**src/rtl/rstc_pkg.sv**
```systemverilog
package rstc_pkg;
  // Strobes issued by the control to the datapath each cycle
  typedef struct packed {
    logic loadHold;  // reload the stretch counter
    logic decHold;   // count the stretch counter down
    logic setOut;    // raise the indication flag
    logic clrOut;    // lower the indication flag
    logic pdEnter;   // qualified power-down entry
  } rstcStrobes_t;
endpackage

```
**src/rtl/rstc_sync.sv**
```systemverilog
module rstc_sync #(
  parameter int   STAGES    = 2,
  parameter logic RESET_VAL = 1'b1
) (
  input  logic clk,
  input  logic porN,
  input  logic dIn,
  output logic qOut
);
  logic [STAGES-1:0] stg;

  always_ff @(posedge clk or negedge porN) begin
    if (!porN) begin
      stg <= {STAGES{RESET_VAL}};
    end else begin
      stg[0] <= dIn;
      for (int i = 1; i < STAGES; i++) stg[i] <= stg[i-1];
    end
  end

  assign qOut = stg[STAGES-1];
endmodule

```
**src/rtl/rstc_datapath.sv**
```systemverilog
module rstc_datapath
  import rstc_pkg::*;
#(
  parameter int SYNC_STAGES = 2,
  parameter int FILT_CYC    = 10,
  parameter int HOLD_CYC    = 8
) (
  input  logic         clk,
  input  logic         porN,
  input  logic         rstPinN,
  input  logic         nmiPin,
  input  rstcStrobes_t strb,
  output logic         pinActive,
  output logic         nmiLow,
  output logic         holdZero,
  output logic         holdOne,
  output logic         coreReset,
  output logic         resetOut,
  output logic         powerDownEnter
);
  localparam int FILT_W = $clog2(FILT_CYC + 1);
  localparam int HOLD_W = $clog2(HOLD_CYC + 1);
  localparam logic [FILT_W-1:0] FILT_MAX = FILT_W'(FILT_CYC);
  localparam logic [HOLD_W-1:0] HOLD_MAX = HOLD_W'(HOLD_CYC);

  logic              pinSync;
  logic              nmiSync;
  logic [FILT_W-1:0] lowCnt;
  logic [HOLD_W-1:0] holdCnt;
  logic              outFlag;
  logic              pdQ;

  rstc_sync #(.STAGES(SYNC_STAGES), .RESET_VAL(1'b1)) pinSync_i (
    .clk(clk), .porN(porN), .dIn(rstPinN), .qOut(pinSync)
  );

  rstc_sync #(.STAGES(SYNC_STAGES), .RESET_VAL(1'b1)) nmiSync_i (
    .clk(clk), .porN(porN), .dIn(nmiPin), .qOut(nmiSync)
  );

  // Low-level filter: counts low samples, saturates, any high sample clears
  always_ff @(posedge clk or negedge porN) begin
    if (!porN) begin
      lowCnt <= '0;
    end else if (pinSync) begin
      lowCnt <= '0;
    end else if (lowCnt != FILT_MAX) begin
      lowCnt <= lowCnt + 1'b1;
    end
  end

  // Stretch counter: nonzero means core reset asserted
  always_ff @(posedge clk or negedge porN) begin
    if (!porN) begin
      holdCnt <= HOLD_MAX;
    end else if (strb.loadHold) begin
      holdCnt <= HOLD_MAX;
    end else if (strb.decHold) begin
      holdCnt <= holdCnt - 1'b1;
    end
  end

  // Indication flag, set dominates clear
  always_ff @(posedge clk or negedge porN) begin
    if (!porN) begin
      outFlag <= 1'b1;
    end else if (strb.setOut) begin
      outFlag <= 1'b1;
    end else if (strb.clrOut) begin
      outFlag <= 1'b0;
    end
  end

  always_ff @(posedge clk or negedge porN) begin
    if (!porN) pdQ <= 1'b0;
    else       pdQ <= strb.pdEnter;
  end

  assign pinActive      = (lowCnt == FILT_MAX);
  assign nmiLow         = !nmiSync;
  assign holdZero       = (holdCnt == '0);
  assign holdOne        = (holdCnt == HOLD_W'(1));
  assign coreReset      = !holdZero;
  assign resetOut       = outFlag | pinActive;
  assign powerDownEnter = pdQ;
endmodule

```
**src/rtl/rstc_control.sv**
```systemverilog
module rstc_control
  import rstc_pkg::*;
(
  input  logic         pinActive,
  input  logic         nmiLow,
  input  logic         holdZero,
  input  logic         holdOne,
  input  logic         swResetReq,
  input  logic         wdtResetReq,
  input  logic         initDone,
  input  logic         swRelease,
  input  logic         cfgIntRstOut,
  input  logic         cfgReleaseAtEnd,
  input  logic         pwrdnReq,
  output rstcStrobes_t strb
);
  logic intReq;
  logic anySrc;
  logic endOfReset;
  logic relEvent;

  always_comb begin
    intReq     = swResetReq | wdtResetReq;
    anySrc     = pinActive | intReq;
    endOfReset = !anySrc && !holdZero && holdOne;
    relEvent   = initDone | swRelease | (cfgReleaseAtEnd & endOfReset);

    strb.loadHold = anySrc;
    strb.decHold  = !anySrc && !holdZero;
    strb.setOut   = pinActive | (cfgIntRstOut & intReq);
    strb.clrOut   = !strb.setOut && relEvent;
    strb.pdEnter  = pwrdnReq & nmiLow;
  end
endmodule

```
**src/rtl/rst_seq_ctrl.sv**
```systemverilog
module rst_seq_ctrl
  import rstc_pkg::*;
#(
  parameter int SYNC_STAGES = 2,
  parameter int FILT_CYC    = 10,
  parameter int HOLD_CYC    = 8
) (
  input  logic clk,
  input  logic porN,
  input  logic rstPinN,
  input  logic swResetReq,
  input  logic wdtResetReq,
  input  logic initDone,
  input  logic swRelease,
  input  logic cfgIntRstOut,
  input  logic cfgReleaseAtEnd,
  input  logic nmiPin,
  input  logic pwrdnReq,
  output logic coreReset,
  output logic resetOut,
  output logic powerDownEnter
);
  rstcStrobes_t strb;
  logic pinActive;
  logic nmiLow;
  logic holdZero;
  logic holdOne;

  rstc_control ctrl_i (
    .pinActive(pinActive), .nmiLow(nmiLow), .holdZero(holdZero), .holdOne(holdOne),
    .swResetReq(swResetReq), .wdtResetReq(wdtResetReq), .initDone(initDone),
    .swRelease(swRelease), .cfgIntRstOut(cfgIntRstOut),
    .cfgReleaseAtEnd(cfgReleaseAtEnd), .pwrdnReq(pwrdnReq), .strb(strb)
  );

  rstc_datapath #(
    .SYNC_STAGES(SYNC_STAGES), .FILT_CYC(FILT_CYC), .HOLD_CYC(HOLD_CYC)
  ) dp_i (
    .clk(clk), .porN(porN), .rstPinN(rstPinN), .nmiPin(nmiPin), .strb(strb),
    .pinActive(pinActive), .nmiLow(nmiLow), .holdZero(holdZero), .holdOne(holdOne),
    .coreReset(coreReset), .resetOut(resetOut), .powerDownEnter(powerDownEnter)
  );
endmodule

```
**config.mk**
```make
export PLATFORM = sky130hd
export DESIGN_NAME = rst_seq_ctrl
export DESIGN_NICKNAME = d
export VERILOG_FILES = /design/src/rtl/rstc_pkg.sv /design/src/rtl/rstc_sync.sv /design/src/rtl/rstc_datapath.sv /design/src/rtl/rstc_control.sv /design/src/rtl/rst_seq_ctrl.sv
export SDC_FILE = /design/constraint.sdc
export NUM_CORES = 1
export LEC_CHECK = 0
export BUFFER_PORTS_ARGS = -buffer_cell sky130_fd_sc_hd__buf_2
export CORE_AREA = 5 5 42 44
export CTS_CLUSTER_DIAMETER = 50
export DETAILED_ROUTE_END_ITERATION = 16
export DIE_AREA = 0 0 47 49
export PLACE_DENSITY = 0.78
export SETUP_SLACK_MARGIN = 0.02
export SYNTH_ARGS = -nofsm -noshare
export SYNTH_HDL_FRONTEND = slang
export SYNTH_SLANG_ARGS = --single-unit
```
**constraint.sdc**
```tcl
create_clock -name clk -period 2.3 [get_ports clk]
set_input_delay 0.23 -clock clk [delete_from_list [all_inputs] [get_ports clk]]
set_output_delay 0.23 -clock clk [all_outputs]
set_load 0.03 [all_outputs]
```
==> qor.txt <==
GRT Overall Usage - 9.77%
Yosys warnings - 0
Crit. End Element - primary output
Residual DRC count - 0
Synth Register Bits - 14
Clock latency on the worst-skew pair - 0.27 ns
Vias in the first global route - 450
Routed len/inst - 11.0 µm
Max Freq - 572 MHz
Final period util - 76.0%
P per Cell Area - 688 nW/µm²
Pre-antenna DRT Iters - 4
Mean Syn Cell Area - 11.9 µm²
Min-Delay Path Class - primary input to flop
Core area - 1400 µm²
CP Launch Point - dp_i.holdCnt[0]
RSZ-0062 raised after global routing - false
Sequential Area - 358 µm²
Crit path max fanout - 4
CTS Buf Count - 3
H-tree Lvls - 1
Vias per inst - 4.86
Final Core Density - 55.4%
Sequential area share after synthesis - 55.5%
Syn Inst Count - 54
Post-route minimum period - 1.75 ns
Least-Margin Pin Slew - 0.295 ns
WS Path Type - flop to primary output
Status - finished, final reports clean
Starting Density - 46.0%
# placed instances - 83
Nets - 89
Num rows - 14
Die X - 47 µm
Largest net degree at the start of global routing - 15
Final Total Pwr - 0.534 mW
FF-to-FF Start - dp_i.holdCnt[0]
Via count - 428
Grt met1 use - 10.8%
Synth top area cells - dfrtp_1 (31%), dfstp_2 (24%), ha_1 (9.7%)
Footprint of the multi-input gates - 272 µm²
Gr ovfl total - 0
Required @ worst endpoint - 2.07 ns
Die Area - 2300 µm²
Yosys cell types - 23
Final hold violations - 0
Post-DRT Antenna Nets - 0
Setup violators final - 0
Area leader, netlist - dfrtp_1
Postcts setup bufs - 0
Detailed placement HPWL - 772 µm
Reg clk slew, reported paths - 0.08 ns
Layout cells sized above 1 - 38.9%
CTS tree - done
Post-synth top area share - 31.1%
Busiest metal layer after global routing - met2
Final WL - 971 µm
Final Skew - 0.00728 ns
Number of diodes - 0
Critical hold path startpoint - rstPinN
Static leakage - 0.371 nW
Initial antenna violation count - 0
Reg2Reg Setup Slack - 0.95 ns
M3 GR Usage - 2.58%
Post-route insts no fill - 88
DRT iter0 DRCs - 6
Hold depth - 1
Filler Cell Count - 133
Area grow syn2layout - 20.4%
Chip Height - 49 µm
Max Buffers Root-to-Sink - 2
First-pass GRT wire length - 1710 µm
R2R cell count - 5
I/O Pins - 14
Port Buf Inserts - 13
Number of clock sinks - 14
Setup TNS - 0 ns
Startpoint Class - flop
Hold endpoint - dp_i.pinSync_i.stg[0]
Worst slew margin - 80.3%
Met2 usage - 17.0%
VDD IR max - 449 µV
Gpl congestion - 0.785
CP arrival - 1.52 ns
Final count of pins violating max slew - 0
Syn nets - 70
R2R Path End - dp_i.holdCnt[1]
Post-Synthesis Cell Area - 644 µm²
Root buf cell - clkbuf_4
Max capacitance violation total - 0
## Yosys cell counts
master,instances
xor2_1,3
nand2_1,2
nor2b_1,1
a211oi_1,1
nor3_1,2
nand3_1,1
xnor2_1,3
o21a_1,1
a211oi_2,1
a21o_2,1
a21oi_1,1
nand2b_1,1
nor3b_4,1
and3_1,1
dfrtp_1,8
ha_1,5
dfstp_2,6
nand3b_2,1
o21ai_0,1
nor4b_1,1
nor2_1,8
inv_1,3
inv_2,1
## registers in the layout, summed over array words and instances, names as in the netlist
| signal | cells |
|---|---|
| dp_i.holdCnt | 4 |
| dp_i.lowCnt | 4 |
| dp_i.nmiSync_i.stg | 2 |
| dp_i.outFlag | 1 |
| dp_i.pinSync_i.stg | 2 |
| dp_i.powerDownEnter | 1 |
## worst max-delay path by stage
stage	slack (ns)	depth (start not counted)	to
final	0.55	5	coreReset
after global routing	0.48	5	coreReset
after CTS	0.54	5	coreReset
after detailed placement	0.84	5	coreReset
after global placement	0.91	5	coreReset
after floorplan	1.0	5	dp_i.holdCnt[1]
## repair_timing
item	in CTS	in global routing
resized for setup	0	0
hold buffers	1	0
endpoints found under the hold margin	8	0
## metal layers
metal  vias up  routed length [µm]
met5         -                   0
li1        214                   -
met3         2                  45
met2         8                 543
met1       204                 368
met4         0                  14
## final cells by class
| type | instances | area share (%) |
|---|---|---|
| Timing Repair Buffer | 14 | 9.68 |
| Sequential cell | 14 | 46.1 |
| Clock buffer | 4 | 4.68 |
| Tap cell | 16 | 2.58 |
| Inverter | 4 | 1.94 |
| Multi-Input combinational cell | 36 | 35.0 |
## cells by family (layout without fill, tap and decap cells)
kind of cell	after synthesis	in the layout	synth area share, %
flip-flops	14	14	55.5
AO/OA/AOI/OAI	6	6	7.18
buffers and inverters	4	22	2.33
adder cells (fa/ha/maj)	5	5	9.71
AND/OR/NAND/NOR	19	19	17.1
XOR/XNOR	6	6	8.16
## where the power goes
group          switching [mW]  total (mW)  internal (mW)
Sequential             0.0154       0.284          0.268
Combinational          0.0430      0.0818         0.0388
Clock                  0.0726       0.169         0.0960
Total                   0.131       0.534          0.403
## stage by stage
step	hold slack (ns)	cell area [µm²]	setup WS (ns)
floorplan	-0.0656	644	0.996
global placement	0.131	729	0.912
detailed placement	0.136	729	0.843
CTS	0.0510	776	0.536
global route	0.0469	776	0.477
finish	0.0585	776	0.552
## cell usage in the layout (no fill, tap or decap), drive strengths merged, types with 3 or more instances in the layout
cell    synthesis  routed
inv             4       4
xnor2           3       3
xor2            3       3
dfstp           6       6
clkbuf          0       4
nor2            8       8
buf             0      13
dfrtp           8       8
ha              5       5
## critical path, stage by stage, from the launching register on
cell and delay [ns]:
dfrtp_1 0.40, inv_1 0.13, ha_1 0.18, nor3b_4 0.26, inv_2 0.09, buf_2 0.18
No activity file was read; power rests on OpenSTA's default activity.
